--- src/rtl/walker_pkg.sv ---
package walker_pkg;
  // Fixed four-level tree; stage order is the read order of a walk.
  localparam int LEVELS = 4;

  typedef enum logic [2:0] {
    STG_ROOT = 3'd0,
    STG_CTX  = 3'd1,
    STG_L4   = 3'd2,
    STG_L3   = 3'd3,
    STG_L2   = 3'd4,
    STG_L1   = 3'd5
  } stage_e;

  typedef enum logic [2:0] {
    FLT_NONE     = 3'd0,
    FLT_HIGHBITS = 3'd1,
    FLT_ROOT_NP  = 3'd2,
    FLT_CTX_NP   = 3'd3,
    FLT_PTE_NP   = 3'd4,
    FLT_NO_READ  = 3'd5,
    FLT_NO_WRITE = 3'd6
  } fault_e;

  typedef struct packed {
    logic   loadReq;    // capture request fields and root base
    logic   loadBase;   // take next base from the returned entry
    logic   setResult;  // latch the outcome of the walk
    fault_e code;       // outcome code used with setResult
    stage_e stage;      // selects the table index
  } dpStrobe_t;
endpackage

--- src/rtl/walker_dpath.sv ---
module walker_dpath
  import walker_pkg::*;
#(
  parameter int ADDR_W  = 64,
  parameter int FRAME_W = 40,
  parameter int IDX_W   = 9
) (
  input  logic              clk,
  input  logic              rstN,
  input  dpStrobe_t         strb,
  input  logic [15:0]       reqRid,
  input  logic [ADDR_W-1:0] reqAddr,
  input  logic              reqWrite,
  input  logic [FRAME_W-1:0] rootBase,
  input  logic [ADDR_W-1:0] memRspData,
  output logic [ADDR_W-1:0] memReqAddr,
  output logic              highBad,
  output logic              isWrite,
  output logic              entPresent,
  output logic              entRead,
  output logic              entWrite,
  output logic              resFault,
  output logic [2:0]        resCode,
  output logic [ADDR_W-1:0] resAddr
);
  localparam int PAGE_SHIFT = IDX_W + 3;
  localparam int VA_W       = PAGE_SHIFT + LEVELS * IDX_W;
  localparam int PAD_W      = ADDR_W - FRAME_W - PAGE_SHIFT;
  localparam int SEL_W      = $clog2(LEVELS);

  logic [15:0]        ridQ;
  logic [ADDR_W-1:0]  addrQ;
  logic               writeQ;
  logic [FRAME_W-1:0] curBase;
  logic [IDX_W-1:0]   lvlIdx [LEVELS];
  logic [IDX_W-1:0]   tblIdx;
  logic [FRAME_W-1:0] entBase;
  logic [2:0]         lvlSel;
  logic               entryUnused;

  // Level index fields: entry 0 is the top level.
  for (genvar gi = 0; gi < LEVELS; gi++) begin : g_idx
    assign lvlIdx[gi] = addrQ[PAGE_SHIFT + IDX_W*(LEVELS-1-gi) +: IDX_W];
  end

  assign entBase     = memRspData[PAGE_SHIFT +: FRAME_W];
  assign entPresent  = memRspData[0];
  assign entRead     = memRspData[1];
  assign entWrite    = memRspData[2];
  assign entryUnused = ^{memRspData[ADDR_W-1:FRAME_W+PAGE_SHIFT], memRspData[PAGE_SHIFT-1:3]};
  assign highBad     = |addrQ[ADDR_W-1:VA_W];
  assign isWrite     = writeQ;
  assign lvlSel      = 3'(strb.stage) - 3'(STG_L4);

  always_comb begin
    unique case (strb.stage)
      STG_ROOT: tblIdx = IDX_W'(ridQ[15:8]);
      STG_CTX:  tblIdx = IDX_W'(ridQ[7:0]);
      default:  tblIdx = lvlIdx[lvlSel[SEL_W-1:0]];
    endcase
  end

  assign memReqAddr = {{PAD_W{1'b0}}, curBase, tblIdx, 3'b000};

  always_ff @(posedge clk or negedge rstN) begin
    if (!rstN) begin
      ridQ    <= '0;
      addrQ   <= '0;
      writeQ  <= 1'b0;
      curBase <= '0;
    end else begin
      if (strb.loadReq) begin
        ridQ    <= reqRid;
        addrQ   <= reqAddr;
        writeQ  <= reqWrite;
        curBase <= rootBase;
      end else if (strb.loadBase) begin
        curBase <= entBase;
      end
    end
  end

  always_ff @(posedge clk or negedge rstN) begin
    if (!rstN) begin
      resFault <= 1'b0;
      resCode  <= '0;
      resAddr  <= '0;
    end else if (strb.setResult) begin
      resFault <= (strb.code != FLT_NONE);
      resCode  <= strb.code;
      resAddr  <= (strb.code == FLT_NONE)
                  ? {{PAD_W{1'b0}}, entBase, addrQ[PAGE_SHIFT-1:0]} : '0;
    end
  end

  // an out-of-range address must end as code 1
  p_high_fault_r6: assert property (@(posedge clk) disable iff (!rstN)
    (strb.setResult && highBad) |=> (resFault && resCode == 3'd1));

  // a clean walk keeps the page offset untouched
  p_offset_pass_r5: assert property (@(posedge clk) disable iff (!rstN)
    (strb.setResult && strb.code == FLT_NONE) |=>
      (resAddr[PAGE_SHIFT-1:0] == $past(addrQ[PAGE_SHIFT-1:0]) && !resFault));
endmodule

--- src/rtl/walker_ctrl.sv ---
module walker_ctrl
  import walker_pkg::*;
(
  input  logic      clk,
  input  logic      rstN,
  input  logic      reqValid,
  output logic      reqReady,
  output logic      memReqValid,
  input  logic      memRspValid,
  output logic      rspValid,
  input  logic      highBad,
  input  logic      isWrite,
  input  logic      entPresent,
  input  logic      entRead,
  input  logic      entWrite,
  output dpStrobe_t strb
);
  typedef enum logic [1:0] {S_IDLE, S_ISSUE, S_WAIT, S_DONE} state_e;

  state_e stateQ, stateD;
  stage_e stageQ, stageD;

  always_comb begin
    stateD         = stateQ;
    stageD         = stageQ;
    strb           = '0;
    strb.stage     = stageQ;
    strb.code      = FLT_NONE;
    reqReady       = 1'b0;
    memReqValid    = 1'b0;
    rspValid       = 1'b0;
    unique case (stateQ)
      S_IDLE: begin
        reqReady = 1'b1;
        if (reqValid) begin
          strb.loadReq = 1'b1;
          stageD       = STG_ROOT;
          stateD       = S_ISSUE;
        end
      end
      S_ISSUE: begin
        if (stageQ == STG_ROOT && highBad) begin
          strb.setResult = 1'b1;
          strb.code      = FLT_HIGHBITS;
          stateD         = S_DONE;
        end else begin
          memReqValid = 1'b1;
          stateD      = S_WAIT;
        end
      end
      S_WAIT: begin
        if (memRspValid) begin
          if (!entPresent) begin
            strb.setResult = 1'b1;
            strb.code      = (stageQ == STG_ROOT) ? FLT_ROOT_NP :
                             (stageQ == STG_CTX)  ? FLT_CTX_NP  : FLT_PTE_NP;
            stateD         = S_DONE;
          end else if (stageQ == STG_L1) begin
            strb.setResult = 1'b1;
            if (isWrite) strb.code = entWrite ? FLT_NONE : FLT_NO_WRITE;
            else         strb.code = entRead  ? FLT_NONE : FLT_NO_READ;
            stateD         = S_DONE;
          end else begin
            strb.loadBase = 1'b1;
            stageD        = stage_e'(3'(stageQ) + 3'd1);
            stateD        = S_ISSUE;
          end
        end
      end
      default: begin
        rspValid = 1'b1;
        stateD   = S_IDLE;
      end
    endcase
  end

  always_ff @(posedge clk or negedge rstN) begin
    if (!rstN) begin
      stateQ <= S_IDLE;
      stageQ <= STG_ROOT;
    end else begin
      stateQ <= stateD;
      stageQ <= stageD;
    end
  end

  // a read is a single-cycle pulse
  p_single_read_r10: assert property (@(posedge clk) disable iff (!rstN)
    memReqValid |=> !memReqValid);

  // acceptance closes the input until the result
  p_ready_drop_r11: assert property (@(posedge clk) disable iff (!rstN)
    (reqValid && reqReady) |=> !reqReady);

  // one-cycle result, then ready again
  p_rsp_pulse_r11: assert property (@(posedge clk) disable iff (!rstN)
    rspValid |=> (!rspValid && reqReady));

  // nothing issued while a response is pending and not yet seen
  p_no_overlap_r10: assert property (@(posedge clk) disable iff (!rstN)
    (memReqValid && !memRspValid) |=> !memReqValid);
endmodule

--- src/rtl/dma_remap_walker.sv ---
module dma_remap_walker
  import walker_pkg::*;
#(
  parameter int ADDR_W  = 64,
  parameter int FRAME_W = 40,
  parameter int IDX_W   = 9
) (
  input  logic               clk,
  input  logic               rstN,
  input  logic               reqValid,
  output logic               reqReady,
  input  logic [15:0]        reqRid,
  input  logic [ADDR_W-1:0]  reqAddr,
  input  logic               reqWrite,
  input  logic [FRAME_W-1:0] rootBase,
  output logic               memReqValid,
  output logic [ADDR_W-1:0]  memReqAddr,
  input  logic               memRspValid,
  input  logic [ADDR_W-1:0]  memRspData,
  output logic               rspValid,
  output logic               rspFault,
  output logic [2:0]         rspCode,
  output logic [ADDR_W-1:0]  rspAddr
);
  dpStrobe_t strb;
  logic highBad, isWrite, entPresent, entRead, entWrite;

  walker_ctrl u_ctrl (
    .clk        (clk),
    .rstN       (rstN),
    .reqValid   (reqValid),
    .reqReady   (reqReady),
    .memReqValid(memReqValid),
    .memRspValid(memRspValid),
    .rspValid   (rspValid),
    .highBad    (highBad),
    .isWrite    (isWrite),
    .entPresent (entPresent),
    .entRead    (entRead),
    .entWrite   (entWrite),
    .strb       (strb)
  );

  walker_dpath #(
    .ADDR_W (ADDR_W),
    .FRAME_W(FRAME_W),
    .IDX_W  (IDX_W)
  ) u_dpath (
    .clk        (clk),
    .rstN       (rstN),
    .strb       (strb),
    .reqRid     (reqRid),
    .reqAddr    (reqAddr),
    .reqWrite   (reqWrite),
    .rootBase   (rootBase),
    .memRspData (memRspData),
    .memReqAddr (memReqAddr),
    .highBad    (highBad),
    .isWrite    (isWrite),
    .entPresent (entPresent),
    .entRead    (entRead),
    .entWrite   (entWrite),
    .resFault   (rspFault),
    .resCode    (rspCode),
    .resAddr    (rspAddr)
  );

  // a high-bit fault never touches memory
  p_no_read_high_r6: assert property (@(posedge clk) disable iff (!rstN)
    (rspValid && rspCode == 3'd1) |-> !memReqValid);
endmodule

--- config.mk ---
export PLATFORM = sky130hd
export DESIGN_NAME = dma_remap_walker
export DESIGN_NICKNAME = d
export VERILOG_FILES = /design/src/rtl/walker_pkg.sv /design/src/rtl/walker_dpath.sv /design/src/rtl/walker_ctrl.sv /design/src/rtl/dma_remap_walker.sv
export SDC_FILE = /design/constraint.sdc
export NUM_CORES = 1
export LEC_CHECK = 0
export CAP_MARGIN = 40
export CORE_AREA = 4 4 124 126
export DETAILED_ROUTE_END_ITERATION = 6
export DIE_AREA = 0 0 128 130
export DONT_BUFFER_PORTS = 1
export MAX_ROUTING_LAYER = met4
export PLACE_DENSITY = 0.71
export RECOVER_POWER = 25
export SLEW_MARGIN = 20
export SYNTH_ARGS = -nofsm -noshare
export SYNTH_HDL_FRONTEND = slang
export SYNTH_SLANG_ARGS = --single-unit
--- constraint.sdc ---
create_clock -name clk -period 4.1 [get_ports clk]
set_input_delay 0.82 -clock clk [delete_from_list [all_inputs] [get_ports clk]]
set_output_delay 0.82 -clock clk [all_outputs]
set_load 0.01 [all_outputs]
Word-level counts from Yosys, hierarchy flattened
Cells that the tools add are included.

cells by class
  eq/ne operators = 8
  bitwise logic cells = 1
  mux-type cells = 37
  order comparisons = 1
  reductions and logical operators = 11
  add/sub/neg operators = 2

operators by type and width
  kind                                                 count
  two-way mux 40 bit                                   2
  two-way mux 52 bit                                   1
  two-way mux 3 bit                                    9
  binary-select mux 9 bit (select 2 bit)               1
  two-way mux 9 bit                                    2
  one-hot mux 9 bit (2 select lines)                   1
  OR reduction 16 bit                                  1
  two-way mux 4 bit                                    3
  two-way mux 1 bit                                    10
  two-way mux 2 bit                                    4
  != test 2 bit, second input constant                 4
  one-hot mux 4 bit (2 select lines)                   1
  zero test 3 bit                                      2
  one-hot mux 2 bit (3 select lines)                   1
  one-hot mux 3 bit (2 select lines)                   1
  two-way mux 5 bit                                    1
  AND reduction 5 bit                                  1
  nonzero test 2 bit                                   2
  adder 3 x 1 -> 3 bit, second input constant          1
  equality test 3 x 1 -> 1 bit, second input constant  1
  equality test 3 bit, second input constant           1
  >= comparator 3 bit, second input constant           1
  inverter 2 -> 3 bit                                  1
  nonzero test 3 bit                                   1
  other kinds (7)                                      7

storage, ports and cells
  bits of input ports = 189
  flip-flop bits (word level) = 194
  output and inout port bits = 135
  word-level logic and storage cells = 69

Depth between registers and ports, before layout
Gate-level depths: netlist of the first run.

  depth after elaboration = 8
  mapped depth = 9
  gate-level depth less buffers = 6

Hierarchy
Synthesis of the first run repeated with hierarchy kept, for this count alone.

unflattened totals
  cells, all modules = 606
  area total of the unflattened synthesis = 8090.3 um^2

by module, submodules not included
  module        seq. area each (um^2)  instances  cells an instance  area each (um^2)
  walker_dpath  4429.2                 1          536                7518.5
  walker_ctrl   125.1                  1          70                 571.8

Least setup slack after synthesis of the first run
Ideal clock, no wire load.

  path type = register -> output
  start = reg u_ctrl.stageQ[1]
  end = out memReqAddr[10]
  setup slack = 1.531 ns
  arrival time = 1.749 ns
  cell stages (with the launch flop) = 9
  required time = 3.280 ns
  buffers on the path = 3
  cell sequence = dfrtp_1 clkbuf_1 inv_1 ha_1 clkbuf_1 nor2_1 clkbuf_1 o21ai_0 o21ai_0

on the way
  cells in the longest elaborated chain, start to end = 6
  elaborated cells on any way between the ends = 8
  classes of those cells = add/sub: 1; eq/ne: 1; mux: 4; bitwise: 1; reduce/logical: 1

RTL lines
  item                                                   RTL line                source
  from (decl)                                            walker_ctrl.sv:21       stage_e stageQ, stageD;
  from (signal assigned)                                 walker_ctrl.sv:83       stageQ <= stageD;
  subtractor 2 bit                                       walker_dpath.sv:53      assign lvlSel = 3'(strb.stage) - 3'(STG_L4);
  inverter 2 -> 3 bit (implied by the code)              walker_dpath.sv:59      default: tblIdx = lvlIdx[lvlSel[SEL_W-1:0]];
  binary-select mux 9 bit (select 2 bit)                 walker_dpath.sv:59
  two-way mux 9 bit (implied by the code) (2 in series)  walker_dpath.sv:59
  one-hot mux 9 bit (2 select lines) (*)                 walker_dpath.sv:56      unique case (strb.stage)
  to (decl)                                              dma_remap_walker.sv:17  output logic [ADDR_W-1:0] memReqAddr,

Every way passes the cells marked *; elsewhere a longest branch is shown, timed or not. The select of a mux whose other input is x is not followed.

Worst setup path after layout of the first run
  start = reg u_ctrl.stageQ[1]
  end = out memReqAddr[4]

The elaborated chain is that of the path after synthesis.

==> results.sh, run 1 <==
export IMPL_synthDistinctLibCells=41
export IMPL_place_hpwl_um=12500
export IMPL_placed_cell_area_sq_mm=0.00798
export IMPL_arrival_ns=2.54
export IMPL_area_growth_pct=7.75
export IMPL_final_area_sq_mm=0.00859
export IMPL_drive_gt1_share_pct=23.3
export IMPL_syn_avg_cell_area_sq_um=13.1
export IMPL_clock_latency_ns=0.42
export IMPL_synth_seq_cells=182
export IMPL_max_vdd_ir_drop_mv=0.334
export IMPL_crit_fanout=13
export IMPL_cp_start_kind="flip-flop"
export IMPL_numCtsBuffers=17
export IMPL_worst_slack_ns=0.737
export IMPL_dieArea_sq_mm=0.0166
export IMPL_cp_end_kind="output port"
export IMPL_drt_wl_total_um=17700
export IMPL_syn_inst=609
export IMPL_instances_no_fill=791
export IMPL_path_class="flip-flop to output port"
export IMPL_rows=44
export IMPL_core_area_sq_mm=0.0143
export IMPL_pre_cts_slack_ns=1.15
export IMPL_synth_seq_area_share_pct=57.1
export IMPL_period_minus_slack_ns=3.36
export IMPL_p_total_w=0.00648
export IMPL_die_width_um=128
export IMPL_clkTransAtPathRegs_ns=0.06
export IMPL_synth_area_sq_mm=0.00797
export IMPL_vias_per_cell=6.00
export IMPL_layout_common_cells="dfrtp_1, mux2_2, a22o_1, nor2_1, a21oi_1"
export IMPL_initial_utilization_pct=55.7
export IMPL_p_leak_nw=3.72
export IMPL_ys_warn_count=0
export IMPL_grt_max_degree=183
export IMPL_post_drt_wl_per_cell_um=22.4
export IMPL_synth_flop_cell="dfrtp_1"
export IMPL_final_nets=790
export IMPL_vias=4745
export IMPL_outcome="finished clean"
export IMPL_relSlewSlack_pct=51.7
export IMPL_async_flop_share_pct=100
export IMPL_cts_setup_buffers=0
export IMPL_drc_errors=0
export IMPL_cts_tree="yes"
export IMPL_skew_ns=0.00693
export IMPL_pin_count=324
export IMPL_dp_cells=758
export IMPL_max_freq_mhz=297
export IMPL_ctsHtreeMaxLevel=4
export IMPL_maxCapViolations=0
export IMPL_maxSlewViolCount=0
export IMPL_finalSetupTns_ns=0
export IMPL_hold_violations=0
export IMPL_p_per_area_mw_per_mm2=754
export IMPL_io_buffers=0
export IMPL_grt_pass1_vias=4979
export IMPL_timing_final_crit_share_pct=82.0
export IMPL_gr_usage_all_layers_pct=21.5
export IMPL_drt_first_pass_iters=4
export IMPL_rsz0062_at_grt="no"
export IMPL_cts_root_buffer="clkbuf_16"
export IMPL_cts_sinks=182
export IMPL_postRouteAntennaNets=0
export IMPL_regArea_sq_mm=0.00455
export IMPL_gp_congestion=0.805
export IMPL_grt_pass1_wl_um=26700
export IMPL_worstMarginPinSlew_ns=0.725
export IMPL_die_h_um=130
export IMPL_postCtsHoldBufs=0
export IMPL_cts_repair_resized=0
export IMPL_antenna_found_initial=1
export IMPL_final_fill_count=1115
export IMPL_overflow=0
export IMPL_worstPathRequired_ns=3.28
export IMPL_multi_input_area_sq_mm=0.00307
export IMPL_drt_iter0_drc=219
export IMPL_finalSetupViolCount=0
export IMPL_final_common_cell="dfrtp_1"
export IMPL_clock_path_buffers=2
export IMPL_synth_edf_count=0
export IMPL_min_path_type="primary input to asynchronous set/reset pin"
report_power, final:
part | switching [W] | internal (W) | leakage (nW)
logic | 0.000960 | 0.000910 | 1.19
registers | 0.000507 | 0.00244 | 2.23
clock network | 0.000672 | 0.000995 | 0.294
through the flow:
stage                     utilization, %  hold WS (ns)
after CTS                           60.0        0.0739
after global placement              55.6         0.469
after floorplan                        -         0.460
after global routing                60.0        0.0689
final                               60.0        0.0948
after detailed placement            55.8         0.475
metal layers:
layer  routed length, um  vias to the layer above  global-route usage, %
li1                    -                     2114                      -
met1                6760                     2384                   25.1
met2                9040                      218                   35.2
met3                1510                       29                   6.79
met4                 413                        0                   8.05
met5                   0                        -                      -
layout make-up:
cell class | count | share of cell area [%]
Inverter | 6 | 0.262
Timing Repair Buffer | 7 | 1.19
Sequential cell | 182 | 53.0
Clock buffer | 21 | 5.36
Tap cell | 184 | 2.68
Clock inverter | 11 | 1.70
Antenna cell | 1 | 0.0291
Multi-Input combinational cell | 379 | 35.7
critical path, stage by stage (launching register included):
cell and delay [ns]:
dfrtp_1 0.65, inv_1 0.16, ha_1 0.39, nor2_1 0.55
o21ai_0 0.17, o21ai_0 0.22
cell usage after synthesis (8+ instances only):
master,number,share of area [%]
a21oi_1,44,2.8
a22o_1,49,5.4
a22oi_1,8,0.75
buf_1,10,0.47
buf_4,29,2.7
buf_6,8,1.1
clkbuf_1,16,0.75
dfrtp_1,182,57
ha_1,8,1.3
mux2_2,81,11
mux2i_1,41,5.1
mux4_2,9,2.5
nand3_1,9,0.57
nor2_1,48,2.3
o21ai_0,19,1.2
logic make-up after synthesis:
| kind of cell | share of synthesized area [%] |
|---|---|
| simple gates | 4.91 |
| other cells | 0.0470 |
| flops | 57.1 |
| buf+inv | 5.68 |
| mux | 19.1 |
| fa+ha+maj | 1.26 |
| compound gates | 11.8 |
state kept, by name, indices dropped and copies added, names as in the netlist, 2 cells and up:
| name | flops |
|---|---|
| u_dpath.resAddr | 52 |
| u_dpath.resCode | 3 |
| u_ctrl.stageQ | 3 |
| u_ctrl.stateQ | 2 |
| u_dpath.ridQ | 16 |
| u_dpath.curBase | 40 |
| u_dpath.addrQ | 64 |
path summary, 6_finish.rpt:
check,startpoint,end,slack (ns),cells past startpoint
setup / recovery,u_ctrl.stageQ[1],memReqAddr[4],0.74,5
hold / removal,rstN,u_dpath.curBase[5],0.09,0
setup reg to reg,u_ctrl.stageQ[1],u_dpath.curBase[6],1.17,7
hold reg to reg,u_dpath.addrQ[9],u_dpath.resAddr[9],0.49,1
max in group asynchronous,rstN,u_dpath.addrQ[30],3.77,0
min in group clk,u_dpath.addrQ[9],u_dpath.resAddr[9],0.49,1
Note: power is estimated with default switching activity, not from simulation.
==> run 2: changes to the inputs <==
--- a/config.mk
+++ b/config.mk
@@ -5,13 +5,14 @@
 export SDC_FILE = /design/constraint.sdc
 export NUM_CORES = 1
 export LEC_CHECK = 0
+export ABC_AREA = 1
 export CAP_MARGIN = 40
 export CORE_AREA = 4 4 124 126
 export DETAILED_ROUTE_END_ITERATION = 6
 export DIE_AREA = 0 0 128 130
 export DONT_BUFFER_PORTS = 1
 export MAX_ROUTING_LAYER = met4
-export PLACE_DENSITY = 0.71
+export PLACE_DENSITY = 0.74
 export RECOVER_POWER = 25
 export SLEW_MARGIN = 20
 export SYNTH_ARGS = -nofsm -noshare
==> constraint.sdc (replaced) <==
create_clock -name clk -period 3.39 [get_ports clk]
set_input_delay 0.678 -clock clk [delete_from_list [all_inputs] [get_ports clk]]
set_output_delay 0.678 -clock clk [all_outputs]
set_load 0.01 [all_outputs]
==> run 2 against run 1 <==
- the run now ends with hold timing left
- first-iteration DRC count grew 100%
- non-clock buffer count is 1 higher
- clock power grew 16%
- count of clock-buffer cells in the layout decreased by 1
- total power rose by 48%
- final cell count grew 30%
- die area stayed put
==> results.sh, run 2 <==
export IMPL_outcome="finished, violations left"
export IMPL_failed_checks="hold timing"
export IMPL_crit_buf_inv=3
export IMPL_drc_errors=0
export IMPL_hold_violations=182
export IMPL_period_minus_slack_ns=2.87
export IMPL_place_hpwl_um=14800
export IMPL_initial_utilization_pct=58.3
export IMPL_p_leak_nw=3.98
export IMPL_synth_most_common_cell="dfrtp_1"
export IMPL_synth_adder_area_share_pct=1.20
export IMPL_final_nets=1027
export IMPL_rows=44
export IMPL_clock_latency_ns=0.43
export IMPL_crit_top_cell="inv_1"
export IMPL_finalSetupViolCount=0
export IMPL_drt_iter0_drc=448
export IMPL_layout_common_cells="dfrtp_1, nand2_1, nand3_1, mux2_2, nor2_1"
export IMPL_drt_wl_total_um=20700
export IMPL_syn_avg_cell_area_sq_um=9.68
export IMPL_vias=6057
export IMPL_worstPathRequired_ns=2.71
export IMPL_synthDistinctLibCells=28
export IMPL_die_width_um=128
export IMPL_worst_path_max_delay_cell="dfrtp_1"
export IMPL_grtUsageMet3_pct=8.84
export IMPL_cp_startpoint="u_ctrl.stageQ[0]"
export IMPL_largest_reg_flops=64
export IMPL_synth_flop_cell="dfrtp_1"
export IMPL_vias_per_cell=5.89
export IMPL_synthTopCellsByArea="dfrtp_1, mux2_2, nand3_1"
export IMPL_synth_top_family_by_area="simple AND/OR/NAND/NOR gates"
export IMPL_rr_startpoint="u_ctrl.stageQ[0]"
export IMPL_synthTopCellsByCount="dfrtp_1, nand2_1, nand3_1"
export IMPL_critPathMaxStageDelay_ns=0.38
export IMPL_area_growth_pct=5.93
export IMPL_synth_largest_area_cell="dfrtp_1"
export IMPL_grt_use_met1_pct=30.3
export IMPL_synth_seq_area_share_pct=54.5
export IMPL_cts_setup_buffers=0
export IMPL_synth_area_sq_mm=0.00835
export IMPL_core_area_sq_mm=0.0143
export IMPL_io_buffers=0
export IMPL_min_path_type="primary input to asynchronous set/reset pin"
export IMPL_syn_inst=863
export IMPL_numCtsBuffers=17
export IMPL_gr_usage_all_layers_pct=25.0
export IMPL_synth_compound_area_share_pct=8.82
export IMPL_max_vdd_ir_drop_mv=0.576
export IMPL_cts_tree="yes"
export IMPL_post_drt_wl_per_cell_um=20.2
export IMPL_cp_top_family="buffers and inverters"
export IMPL_rrSetupSlack_ns=0.80
export IMPL_cts_root_buffer="clkbuf_16"
export IMPL_synth_seq_cells=182
export IMPL_die_h_um=130
export IMPL_cp_start_kind="flip-flop"
export IMPL_synth_top_area_share_pct=54.5
export IMPL_worstMarginPinSlew_ns=0.601
export IMPL_regToRegEndpoint="u_dpath.resAddr[46]"
export IMPL_skew_ns=0.00832
export IMPL_grt_busiest_layer="met2"
export IMPL_synth_mux_area_share_pct=9.71
export IMPL_max_freq_mhz=348
export IMPL_synth_simple_area_share_pct=18.1
export IMPL_synth_edf_count=0
export IMPL_grt_pass1_wl_um=31800
export IMPL_drive_gt1_share_pct=15.1
export IMPL_cts_repair_resized=0
export IMPL_p_per_area_mw_per_mm2=1080
export IMPL_clkTransAtPathRegs_ns=0.07
export IMPL_use_met2_pct=39.8
export IMPL_overflow=0
export IMPL_reg_largest_list="u_dpath.addrQ x64, u_dpath.resAddr x52, u_dpath.curBase x40"
export IMPL_maxSlewViolCount=0
export IMPL_crit_fanout=13
export IMPL_relSlewSlack_pct=59.9
export IMPL_maxCapViolations=0
export IMPL_regMostFlops="u_dpath.addrQ"
export IMPL_reg2regPathDepth=9
export IMPL_dieArea_sq_mm=0.0166
export IMPL_pin_count=324
export IMPL_cts_sinks=182
export IMPL_grt_max_degree=183
export IMPL_ys_warn_count=0
export IMPL_antenna_found_initial=1
export IMPL_final_common_cell="dfrtp_1"
export IMPL_clock_path_buffers=2
export IMPL_cp_end_kind="output port"
export IMPL_worst_slack_ns=0.516
export IMPL_arrival_ns=2.20
export IMPL_async_flop_share_pct=100
export IMPL_p_total_w=0.00958
export IMPL_synth_xor_area_share_pct=0
export IMPL_timing_final_crit_share_pct=84.8
export IMPL_drt_first_pass_iters=5
export IMPL_grt_pass1_vias=6008
export IMPL_rsz0062_at_grt="no"
export IMPL_postRouteAntennaNets=0
export IMPL_finalSetupTns_ns=0
export IMPL_path_class="flip-flop to output port"
export IMPL_holdWs_ns=-0.0586
export IMPL_crit_chain="inv_1, ha_1, inv_1, o21ai_2, inv_1, nand3_1, nand3_1"
export IMPL_gp_congestion=0.854
export IMPL_pre_cts_slack_ns=0.800
export IMPL_ctsHtreeMaxLevel=4
run 2: cell count changes in the layout (fill, tap and decap cells not counted), moves of 8 or more:
cell,delta
nand2_1,+144
nand3_1,+111
o21ai_1,+53
a22o_1,-49
mux2i_1,-41
a31oi_1,+40
a21oi_1,-24
nor2_1,+21
inv_1,+18
mux2_2,-9
mux4_2,-9
a22oi_1,-8
run 2: kinds of logic after synthesis:
logic type | count (synthesis)
other cells | 1
buf+inv | 113
fa+ha+maj | 8
mux | 72
simple gates | 351
compound gates | 136
flops | 182
run 2: worst max-delay path by stage:
stage / slack (ns) / end / depth (start not counted)
floorplan: 1.05 / memReqAddr[10] / 9
global placement: 0.89 / u_dpath.resAddr[0] / 9
finish: 0.52 / memReqAddr[9] / 7
global route: 0.33 / memReqAddr[9] / 7
CTS: 0.47 / memReqAddr[9] / 7
detailed placement: 0.80 / u_dpath.resAddr[51] / 9
run 2: power by group:
part | switching (W) | internal [W] | total (W)
sequential | 0.000948 | 0.00324 | 0.00419
clock | 0.000854 | 0.00108 | 0.00194
combinational | 0.00216 | 0.00129 | 0.00345
run 2: cell type report:
class / instances / area, sq um
fillers: 1181 / 5470
flip-flops and latches: 182 / 4550
multi-input cells: 594 / 3280
clock buffers: 20 / 467
well taps: 184 / 230
clock inverters: 12 / 118
inverters: 27 / 101
repair buffers: 8 / 97.6
diodes: 1 / 2.50
run 2: metal layers:
| layer | share of wire [%] | vias to the layer above | routed length [um] |
|---|---|---|---|
| li1 | - | 2801 | - |
| met1 | 38 | 2918 | 7900 |
| met2 | 50 | 302 | 10400 |
| met3 | 9.5 | 36 | 1970 |
| met4 | 2.3 | 0 | 478 |
| met5 | 0 | - | 0 |
run 2: stage by stage:
step	utilization (%)	instance area [sq um]	hold slack (ns)	instances
2_1_floorplan	-	8450	0.382	889
3_3_place_gp	57.7	8260	0.386	995
3_5_place_dp	57.7	8260	0.386	995
4_1_cts	61.8	8840	-0.0723	1027
5_1_grt	61.8	8850	-0.0903	1028
6_report	61.8	8850	-0.0586	1028
